## src/rtl/alu_nzcv_pkg.sv

```systemverilog
package alu_nzcv_pkg;

  typedef enum logic [1:0] {
    OP_MOVE  = 2'b00,
    OP_ADD   = 2'b01,
    OP_SUB   = 2'b10,
    OP_MOVE2 = 2'b11
  } alu_op_e;

  typedef struct packed {
    logic neg;
    logic zero;
    logic carry;
    logic ovf;
  } nzcv_t;

  localparam int FLAG_CNT = 4;

  function automatic logic op_is_move(input logic [1:0] op);
    return (op == OP_MOVE) || (op == OP_MOVE2);
  endfunction

endpackage

```

## src/rtl/alu_operand_sel.sv

```systemverilog
module alu_operand_sel #(
  parameter int DATA_W = 32,
  parameter int IMM_W  = 8
) (
  input  logic [DATA_W-1:0] a_raw,
  input  logic [DATA_W-1:0] b_raw,
  input  logic              a_zero,
  input  logic              b_zero,
  input  logic              imm_sel,
  input  logic [IMM_W-1:0]  imm,
  output logic [DATA_W-1:0] a_val,
  output logic [DATA_W-1:0] b_val
);
  localparam int PAD_W = DATA_W - IMM_W;

  logic [DATA_W-1:0] imm_ext;

  generate
    if (PAD_W > 0) begin : g_pad
      assign imm_ext = {{PAD_W{1'b0}}, imm};
    end else begin : g_nopad
      assign imm_ext = imm[DATA_W-1:0];
    end
  endgenerate

  always_comb begin
    a_val = a_zero ? '0 : a_raw;
    if (imm_sel) begin
      b_val = imm_ext;
    end else if (b_zero) begin
      b_val = '0;
    end else begin
      b_val = b_raw;
    end
  end
endmodule

```

## src/rtl/alu_addsub.sv

```systemverilog
module alu_addsub #(
  parameter int DATA_W = 32
) (
  input  logic [DATA_W-1:0] a,
  input  logic [DATA_W-1:0] b,
  input  logic              sub,
  output logic [DATA_W-1:0] sum,
  output logic              carry,
  output logic              ovf
);
  localparam int MSB = DATA_W - 1;

  logic [DATA_W-1:0] b_eff;
  logic [DATA_W:0]   wide;

  always_comb begin
    b_eff = sub ? ~b : b;
    wide  = {1'b0, a} + {1'b0, b_eff} + {{DATA_W{1'b0}}, sub};
    sum   = wide[DATA_W-1:0];
    carry = wide[DATA_W];
    ovf   = (a[MSB] == b_eff[MSB]) && (sum[MSB] != a[MSB]);
  end
endmodule

```

## src/rtl/alu_flag_reg.sv

```systemverilog
module alu_flag_reg
  import alu_nzcv_pkg::*;
#(
  parameter int DATA_W = 32
) (
  input  logic              clk,
  input  logic              rst,
  input  logic              upd,
  input  logic              upd_cv,
  input  nzcv_t             nxt,
  output logic [DATA_W-1:0] status
);
  localparam int LOW_W = DATA_W - FLAG_CNT;

  nzcv_t flags_q;

  always_ff @(posedge clk) begin
    if (rst) begin
      flags_q <= '0;
    end else if (upd) begin
      flags_q.neg  <= nxt.neg;
      flags_q.zero <= nxt.zero;
      if (upd_cv) begin
        flags_q.carry <= nxt.carry;
        flags_q.ovf   <= nxt.ovf;
      end
    end
  end

  assign status = {flags_q, {LOW_W{1'b0}}};
endmodule

```

## src/rtl/alu_nzcv.sv

```systemverilog
module alu_nzcv
  import alu_nzcv_pkg::*;
#(
  parameter int DATA_W = 32,
  parameter int IMM_W  = 8
) (
  input  logic              clk,
  input  logic              rst,
  input  logic              in_valid,
  output logic              in_ready,
  input  logic [1:0]        in_op,
  input  logic [DATA_W-1:0] in_a,
  input  logic [DATA_W-1:0] in_b,
  input  logic              in_a_zero,
  input  logic              in_b_zero,
  input  logic              in_imm_sel,
  input  logic [IMM_W-1:0]  in_imm,
  input  logic              in_set_flags,
  output logic              out_valid,
  input  logic              out_ready,
  output logic [DATA_W-1:0] out_data,
  output logic [DATA_W-1:0] status
);
  localparam int MSB = DATA_W - 1;

  logic [DATA_W-1:0] a_val, b_val, sum, result;
  logic              carry, ovf, is_move, is_sub, accept;
  nzcv_t             nxt_flags;

  alu_operand_sel #(.DATA_W(DATA_W), .IMM_W(IMM_W)) u_opsel (
    .a_raw  (in_a),
    .b_raw  (in_b),
    .a_zero (in_a_zero),
    .b_zero (in_b_zero),
    .imm_sel(in_imm_sel),
    .imm    (in_imm),
    .a_val  (a_val),
    .b_val  (b_val)
  );

  assign is_move = op_is_move(in_op);
  assign is_sub  = (alu_op_e'(in_op) == OP_SUB);

  alu_addsub #(.DATA_W(DATA_W)) u_addsub (
    .a    (a_val),
    .b    (b_val),
    .sub  (is_sub),
    .sum  (sum),
    .carry(carry),
    .ovf  (ovf)
  );

  always_comb begin
    result          = is_move ? b_val : sum;
    nxt_flags.neg   = result[MSB];
    nxt_flags.zero  = (result == '0);
    nxt_flags.carry = carry;
    nxt_flags.ovf   = ovf;
  end

  assign in_ready = !out_valid || out_ready;
  assign accept   = in_valid && in_ready;

  alu_flag_reg #(.DATA_W(DATA_W)) u_flags (
    .clk   (clk),
    .rst   (rst),
    .upd   (accept && in_set_flags),
    .upd_cv(!is_move),
    .nxt   (nxt_flags),
    .status(status)
  );

  always_ff @(posedge clk) begin
    if (rst) begin
      out_valid <= 1'b0;
      out_data  <= '0;
    end else if (accept) begin
      out_valid <= 1'b1;
      out_data  <= result;
    end else if (out_ready) begin
      out_valid <= 1'b0;
    end
  end
endmodule

```

## config.mk

```make
export PLATFORM = sky130hd
export DESIGN_NAME = alu_nzcv
export DESIGN_NICKNAME = d
export VERILOG_FILES = /design/src/rtl/alu_nzcv_pkg.sv /design/src/rtl/alu_operand_sel.sv /design/src/rtl/alu_addsub.sv /design/src/rtl/alu_flag_reg.sv /design/src/rtl/alu_nzcv.sv
export SDC_FILE = /design/constraint.sdc
export NUM_CORES = 1
export LEC_CHECK = 0
export BUFFER_PORTS_ARGS = -buffer_cell sky130_fd_sc_hd__buf_2
export CORE_ASPECT_RATIO = 2
export CORE_MARGIN = 2
export CORE_UTILIZATION = 35
export CTS_CLUSTER_DIAMETER = 120
export DETAILED_ROUTE_END_ITERATION = 6
export GPL_TIMING_DRIVEN = 0
export SYNTH_ARGS = -nofsm -noshare
export SYNTH_HDL_FRONTEND = slang
export SYNTH_HIERARCHICAL = 1
export SYNTH_SLANG_ARGS = --single-unit
export TNS_END_PERCENT = 30
```

## constraint.sdc

```tcl
create_clock -name clk -period 5.1 [get_ports clk]
set_clock_uncertainty 0.05 [all_clocks]
set_input_delay 0.51 -clock clk [delete_from_list [all_inputs] [get_ports clk]]
set_output_delay 0.51 -clock clk [all_outputs]
set_load 0.005 [all_outputs]
```

==> results.sh, run 1 <==
export IMPL_status="completed"
export IMPL_critPathLaunchType="primary input"
export IMPL_core_area_sq_um=13440
export IMPL_cts_resized=0
export IMPL_dieArea_sq_um=14700
export IMPL_synthesis_area_sq_um=4792
export IMPL_area_delta_synth_final_pct=22.51
export IMPL_slew_headroom_pct=44.89
export IMPL_final_common_cell="buf_2"
export IMPL_place_hpwl_um=13660
export IMPL_vias=4910
export IMPL_max_cap_viol_count=0
export IMPL_antenna_found_initial=0
export IMPL_synth_cells=622
export IMPL_diodes=0
export IMPL_io_buffer_count=118
export IMPL_final_antenna_net_count=0
export IMPL_fillerInstances=1465
export IMPL_report_final_slew_viol_count=0
export IMPL_cts_max_path_buffers=2
export IMPL_worstMarginPinSlew_ns=0.8266
export IMPL_fin_crit_sh_pct=96.40
export IMPL_tritoncts="done"
export IMPL_clk_pin_slew_worst_paths_ns=0.06
export IMPL_grt_first_pass_wirelength_um=24090
export IMPL_leakagePower_nw=2.957
export IMPL_fmax_ghz=0.2034
export IMPL_finalSetupViolCount=0
export IMPL_first_pass_iters=4
export IMPL_drive_above_1_share_pct=23.87
export IMPL_die_x_um=86.74
export IMPL_synthArstFlopShare_pct=0
export IMPL_initial_core_util_pct=35.66
export IMPL_synth_top_cells_by_area="dfxtp_1 (15%), ha_1 (8.4%), xor2_1 (8.0%)"
export IMPL_ctsHoldBuffers=0
export IMPL_p_per_area_nw_per_um2=229.1
export IMPL_yosys_area_top_type="dfxtp_1"
export IMPL_io_pins=148
export IMPL_ir_worst_vdd_mv=0.1200
export IMPL_root_buffer="clkbuf_16"
export IMPL_post_cts_buffers=0
export IMPL_grt_pass1_vias=4814
export IMPL_drc=0
export IMPL_clock_sinks=37
export IMPL_grt_overflow=0
export IMPL_layout_common_cells="buf_2 (124), nor2_1 (56), xor2_1 (44)"
export IMPL_yosysSeqAreaShare_pct=15.46
export IMPL_ys_types=63
export IMPL_cp_arrival_ns=5.10
export IMPL_clk_latency_ns=0.29
export IMPL_rsz0062_at_grt="false"
export IMPL_worstPathMaxFanout=10
export IMPL_final_cells=930
export IMPL_synth_top_cell_area_share_pct=15.46
export IMPL_gp_congestion=0.9707
export IMPL_synth_avg_cell_area_sq_um=7.704
export IMPL_hold_viol_final=0
export IMPL_nNetsFinal=889
export IMPL_wire_per_inst_um=17.18
export IMPL_dieHeight_um=169.5
export IMPL_grt_max_degree=13
export IMPL_dp_cells=922
export IMPL_worstSetupPathType="in -> reg"
export IMPL_htree_levels=2
export IMPL_wl_um=15980
export IMPL_yosys_register_bits=37
export IMPL_numCtsBuffers=5
export IMPL_period_needed_ns=4.916
export IMPL_grtUsageTotal_pct=21.22
export IMPL_final_core_util_pct=43.69
export IMPL_ys_warnings_count=6
export IMPL_synth_top_flop_cell="dfxtp_1"
export IMPL_via_per_inst=5.280
export IMPL_required_ns=5.28
export IMPL_hold_path_class="in -> reg"
export IMPL_first_iter_violations=200
export IMPL_num_rows=60
export IMPL_cp_end_kind="flip-flop"
export IMPL_synth_edf_count=0
sequential cells by signal, indices dropped and copies added, names as in the netlist:
| register | count |
|---|---|
| u_flags/status | 4 |
| out_valid | 1 |
| out_data | 32 |
layout make-up:
type	instances	area, sq um	share of cell area [%]
multi-input combinational	535	3714	63.26
inverter	12	45.04	0.7673
sequential	37	740.7	12.62
clock buffer	5	125.1	2.131
timing repair buffer	118	590.6	10.06
tap	155	193.9	3.303
clock inverter	3	65.06	1.108
buffer	65	396.6	6.756
layer usage:
metal / global-route usage [%] / vias to the layer above / wire, um
li1: - / 2478 / -
met1: 21.41 / 2221 / 5732
met2: 40.07 / 161 / 8467
met3: 1.313 / 50 / 714
met4: 14.27 / 0 / 1060
met5: 0 / - / 0
cell usage after synthesis, types with 12 or more instances:
master	instances
and2_1	26
a21oi_1	42
nand3_1	12
xor2_1	44
mux2i_1	35
xnor2_1	15
nor2_1	56
o21ai_0	23
buf_4	28
clkbuf_1	17
ha_1	32
dfxtp_1	37
nand4_1	13
nor4_1	13
a211oi_1	35
and2b_1	25
nand2_1	36
logic make-up (layout without fill, tap and decap cells):
logic type               count (synthesis)  in the layout  share of synthesized area (%)
buffers and inverters                   77            203                          9.164
other                                    1             28                        0.07825
adder cells (fa/ha/maj)                 33             33                          8.773
XOR/XNOR                                59             59                          10.78
multiplexers                            38             38                          8.068
flip-flops                              37             37                          15.46
AND/OR/NAND/NOR                        219            219                          24.78
AO/OA/AOI/OAI                          158            158                          22.90
critical path, cell delays in order:
cell and delay, ns:
buf_2 0.09, inv_1 0.05, ha_1 0.16, clkbuf_1 0.22, buf_1 0.66, xor2_1 0.17, ha_1 0.42, nand4_1 0.13
o221ai_2 0.26, o21ai_1 0.16, o31ai_4 0.38, a31oi_1 0.17, xnor2_1 0.19, nor4_1 0.39, nand4_1 0.16, mux2_2 0.31
a2111oi_2 0.38, mux2i_1 0.16, nor2_1 0.11
through the flow:
step	hold WS, ns	setup TNS [ns]	setup slack [ns]	power, mW	cell area [sq um]
floorplan	0.4350	0	0.9575	0.7585	4893
global placement	0.4258	-0.04817	-0.04817	0.9385	5678
detailed placement	0.4355	-0.02526	-0.02526	0.9397	5678
CTS	0.3955	0	0.2604	1.346	5868
global route	0.4101	0	0.01931	1.418	5871
finish	0.3934	0	0.1837	1.345	5871
power by group:
part           internal (mW)  total, mW  switching (mW)
Combinational          0.249      0.615           0.366
Sequential             0.315      0.328          0.0131
Clock                  0.279      0.402           0.123
Total                  0.843       1.34           0.502
worst paths after layout:
path | from | slack [ns] | cells past startpoint | to
worst min register to register | out_data[21] | 0.44 | 2 | out_data[21]
worst max register to register | out_valid | 3.50 | 6 | out_data[14]
worst max-delay path | in_op[0] | 0.18 | 19 | u_flags/status[30]
worst min-delay path | rst | 0.39 | 2 | u_flags/status[28]
No activity file was read; power rests on OpenSTA's default activity.
==> run 2, diff against run 1 <==
--- a/config.mk
+++ b/config.mk
@@ -8,10 +8,11 @@
 export BUFFER_PORTS_ARGS = -buffer_cell sky130_fd_sc_hd__buf_2
 export CORE_ASPECT_RATIO = 2
 export CORE_MARGIN = 2
-export CORE_UTILIZATION = 35
+export CORE_UTILIZATION = 50
 export CTS_CLUSTER_DIAMETER = 120
 export DETAILED_ROUTE_END_ITERATION = 6
 export GPL_TIMING_DRIVEN = 0
+export PLACE_DENSITY = 0.78
 export SYNTH_ARGS = -nofsm -noshare
 export SYNTH_HDL_FRONTEND = slang
 export SYNTH_HIERARCHICAL = 1
==> results.sh, run 2 (synthesis gave the netlist of run 1 again) <==
export IMPL_drc=0
export IMPL_report_final_slew_viol_count=0
export IMPL_cp_arrival_ns=5.02
export IMPL_p_switching_uw=524.2
export IMPL_ctsHoldBuffers=0
export IMPL_clk_pin_slew_worst_paths_ns=0.06
export IMPL_core_area_sq_um=9321
export IMPL_grt_pass1_vias=5215
export IMPL_worstSetupPathType="in -> reg"
export IMPL_p_int_uw=771.0
export IMPL_root_buffer="clkbuf_16"
export IMPL_io_buffer_count=118
export IMPL_finalSetupViolCount=0
export IMPL_pwr_share_comb_pct=49.6
export IMPL_dp_slack_ns=0.04131
export IMPL_period_needed_ns=4.841
export IMPL_first_pass_iters=5
export IMPL_hold_path_class="in -> reg"
export IMPL_swShare_pct=40.47
export IMPL_cp_startpoint="in_op[0]"
export IMPL_grtUsageTotal_pct=31.96
export IMPL_share_seq_of_total_power_pct=25.4
export IMPL_tritoncts="done"
export IMPL_setup_tns_ns=0
export IMPL_num_rows=50
export IMPL_final_antenna_net_count=0
export IMPL_area_delta_synth_final_pct=20.44
export IMPL_drive_above_1_share_pct=23.61
export IMPL_status="completed"
export IMPL_leakagePower_nw=2.937
export IMPL_grtUsageMet3_pct=3.754
export IMPL_clock_sinks=37
export IMPL_met2_usage_pct=59.22
export IMPL_required_ns=5.27
export IMPL_cts_resized=0
export IMPL_first_iter_violations=232
export IMPL_min_delay_start="rst"
export IMPL_critPathLaunchType="primary input"
export IMPL_worstMarginPinSlew_ns=0.7457
export IMPL_hold_viol_final=0
export IMPL_p_clk_share_pct=25.0
export IMPL_post_cts_buffers=0
export IMPL_p_per_area_nw_per_um2=224.4
export IMPL_cp_end_kind="flip-flop"
export IMPL_grt_busiest_layer="met2"
export IMPL_r2r_start="out_valid"
export IMPL_grt_first_pass_wirelength_um=25340
export IMPL_initial_core_util_pct=51.41
export IMPL_fmax_ghz=0.2066
export IMPL_wire_per_inst_um=18.91
export IMPL_final_common_cell="buf_2"
export IMPL_max_cap_viol_count=0
export IMPL_antenna_found_initial=0
export IMPL_largest_reg_flops=32
export IMPL_numCtsBuffers=5
export IMPL_slew_headroom_pct=50.29
export IMPL_diodes=0
export IMPL_ir_worst_vdd_mv=0.2393
export IMPL_cts_max_path_buffers=2
export IMPL_grt_overflow=0
export IMPL_fillerInstances=897
export IMPL_gp_congestion=1.004
export IMPL_layout_common_cells="buf_2 (124), nor2_1 (56), xor2_1 (44)"
export IMPL_grt_max_degree=12
export IMPL_setup_ws_ns=0.2586
export IMPL_finalPower_mw=1.295
export IMPL_dieArea_sq_um=10430
export IMPL_die_x_um=73.23
export IMPL_io_pins=148
export IMPL_worstPathMaxFanout=10
export IMPL_clk_latency_ns=0.28
export IMPL_largest_register="out_data"
export IMPL_nNetsFinal=889
export IMPL_htree_levels=2
export IMPL_fin_crit_sh_pct=94.93
export IMPL_place_hpwl_um=14050
export IMPL_vias=5146
export IMPL_rsz0062_at_grt="false"
export IMPL_wl_um=16620
export IMPL_gr_usage_met1_pct=29.74
export IMPL_via_per_inst=5.854
export IMPL_dieHeight_um=142.5
-- run 2: cell types whose count changed in the layout (fill, tap and decap cells not counted) --
| cell | delta |
|---|---|
| clkbuf_8 | +2 |
| clkbuf_2 | -2 |
| buf_1 | +2 |
| bufinv_16 | -2 |
-- run 2: area by class of cell --
class,count,area (sq um),area share [%]
clock inverters,1,5.005,0.08671
plain buffers,65,394.1,6.829
inverters,12,45.04,0.7804
clock buffers,7,152.6,2.645
repair buffers,118,590.6,10.23
multi-input cells,535,3714,64.34
flip-flops and latches,37,740.7,12.83
well taps,104,130.1,2.254
-- run 2: worst paths after layout --
path	endpoint	slack (ns)	cells after the start
setup reg to reg	out_data[22]	3.49	6
hold / removal	u_flags/status[30]	0.40	2
setup / recovery	u_flags/status[30]	0.26	19
hold reg to reg	out_data[24]	0.44	2
-- run 2: worst max-delay path, stage by stage --
cell and delay (ns):
buf_2 0.11, inv_1 0.05, ha_1 0.13, clkbuf_1 0.24, buf_1 0.61, xor2_1 0.25, ha_1 0.45, nand4_1 0.13
o221ai_2 0.34, o21ai_1 0.18, o31ai_4 0.39, a31oi_1 0.17, xnor2_1 0.18, nor4_1 0.31, nand4_1 0.13, mux2_2 0.30
a2111oi_2 0.31, mux2i_1 0.13, nor2_1 0.10
-- run 2: routing by layer --
layer / part of all wire [%] / vias up
met5: 0 / -
met1: 32 / 2335
met4: 9.1 / 0
met3: 4.8 / 85
met2: 54 / 243
li1: - / 2483
-- run 2: power by group through the flow --
stage          Sequential, mW  Combinational, mW  Clock (mW)
5_1_grt                 0.331              0.689       0.332
6_report                0.329              0.642       0.324
4_1_cts                 0.329              0.630       0.323
2_1_floorplan           0.335              0.423           0
3_5_place_dp            0.335              0.626           0
3_3_place_gp            0.334              0.616           0
-- run 2: metrics by stage --
stage / instances / cell area, sq um / hold WS [ns] / util, %
floorplan: 649 / 4893 / 0.4350 / -
global placement: 871 / 5614 / 0.4273 / 60.23
detailed placement: 871 / 5614 / 0.4296 / 60.23
CTS: 879 / 5772 / 0.3951 / 61.92
global route: 879 / 5772 / 0.4118 / 61.92
finish: 879 / 5772 / 0.3969 / 61.92
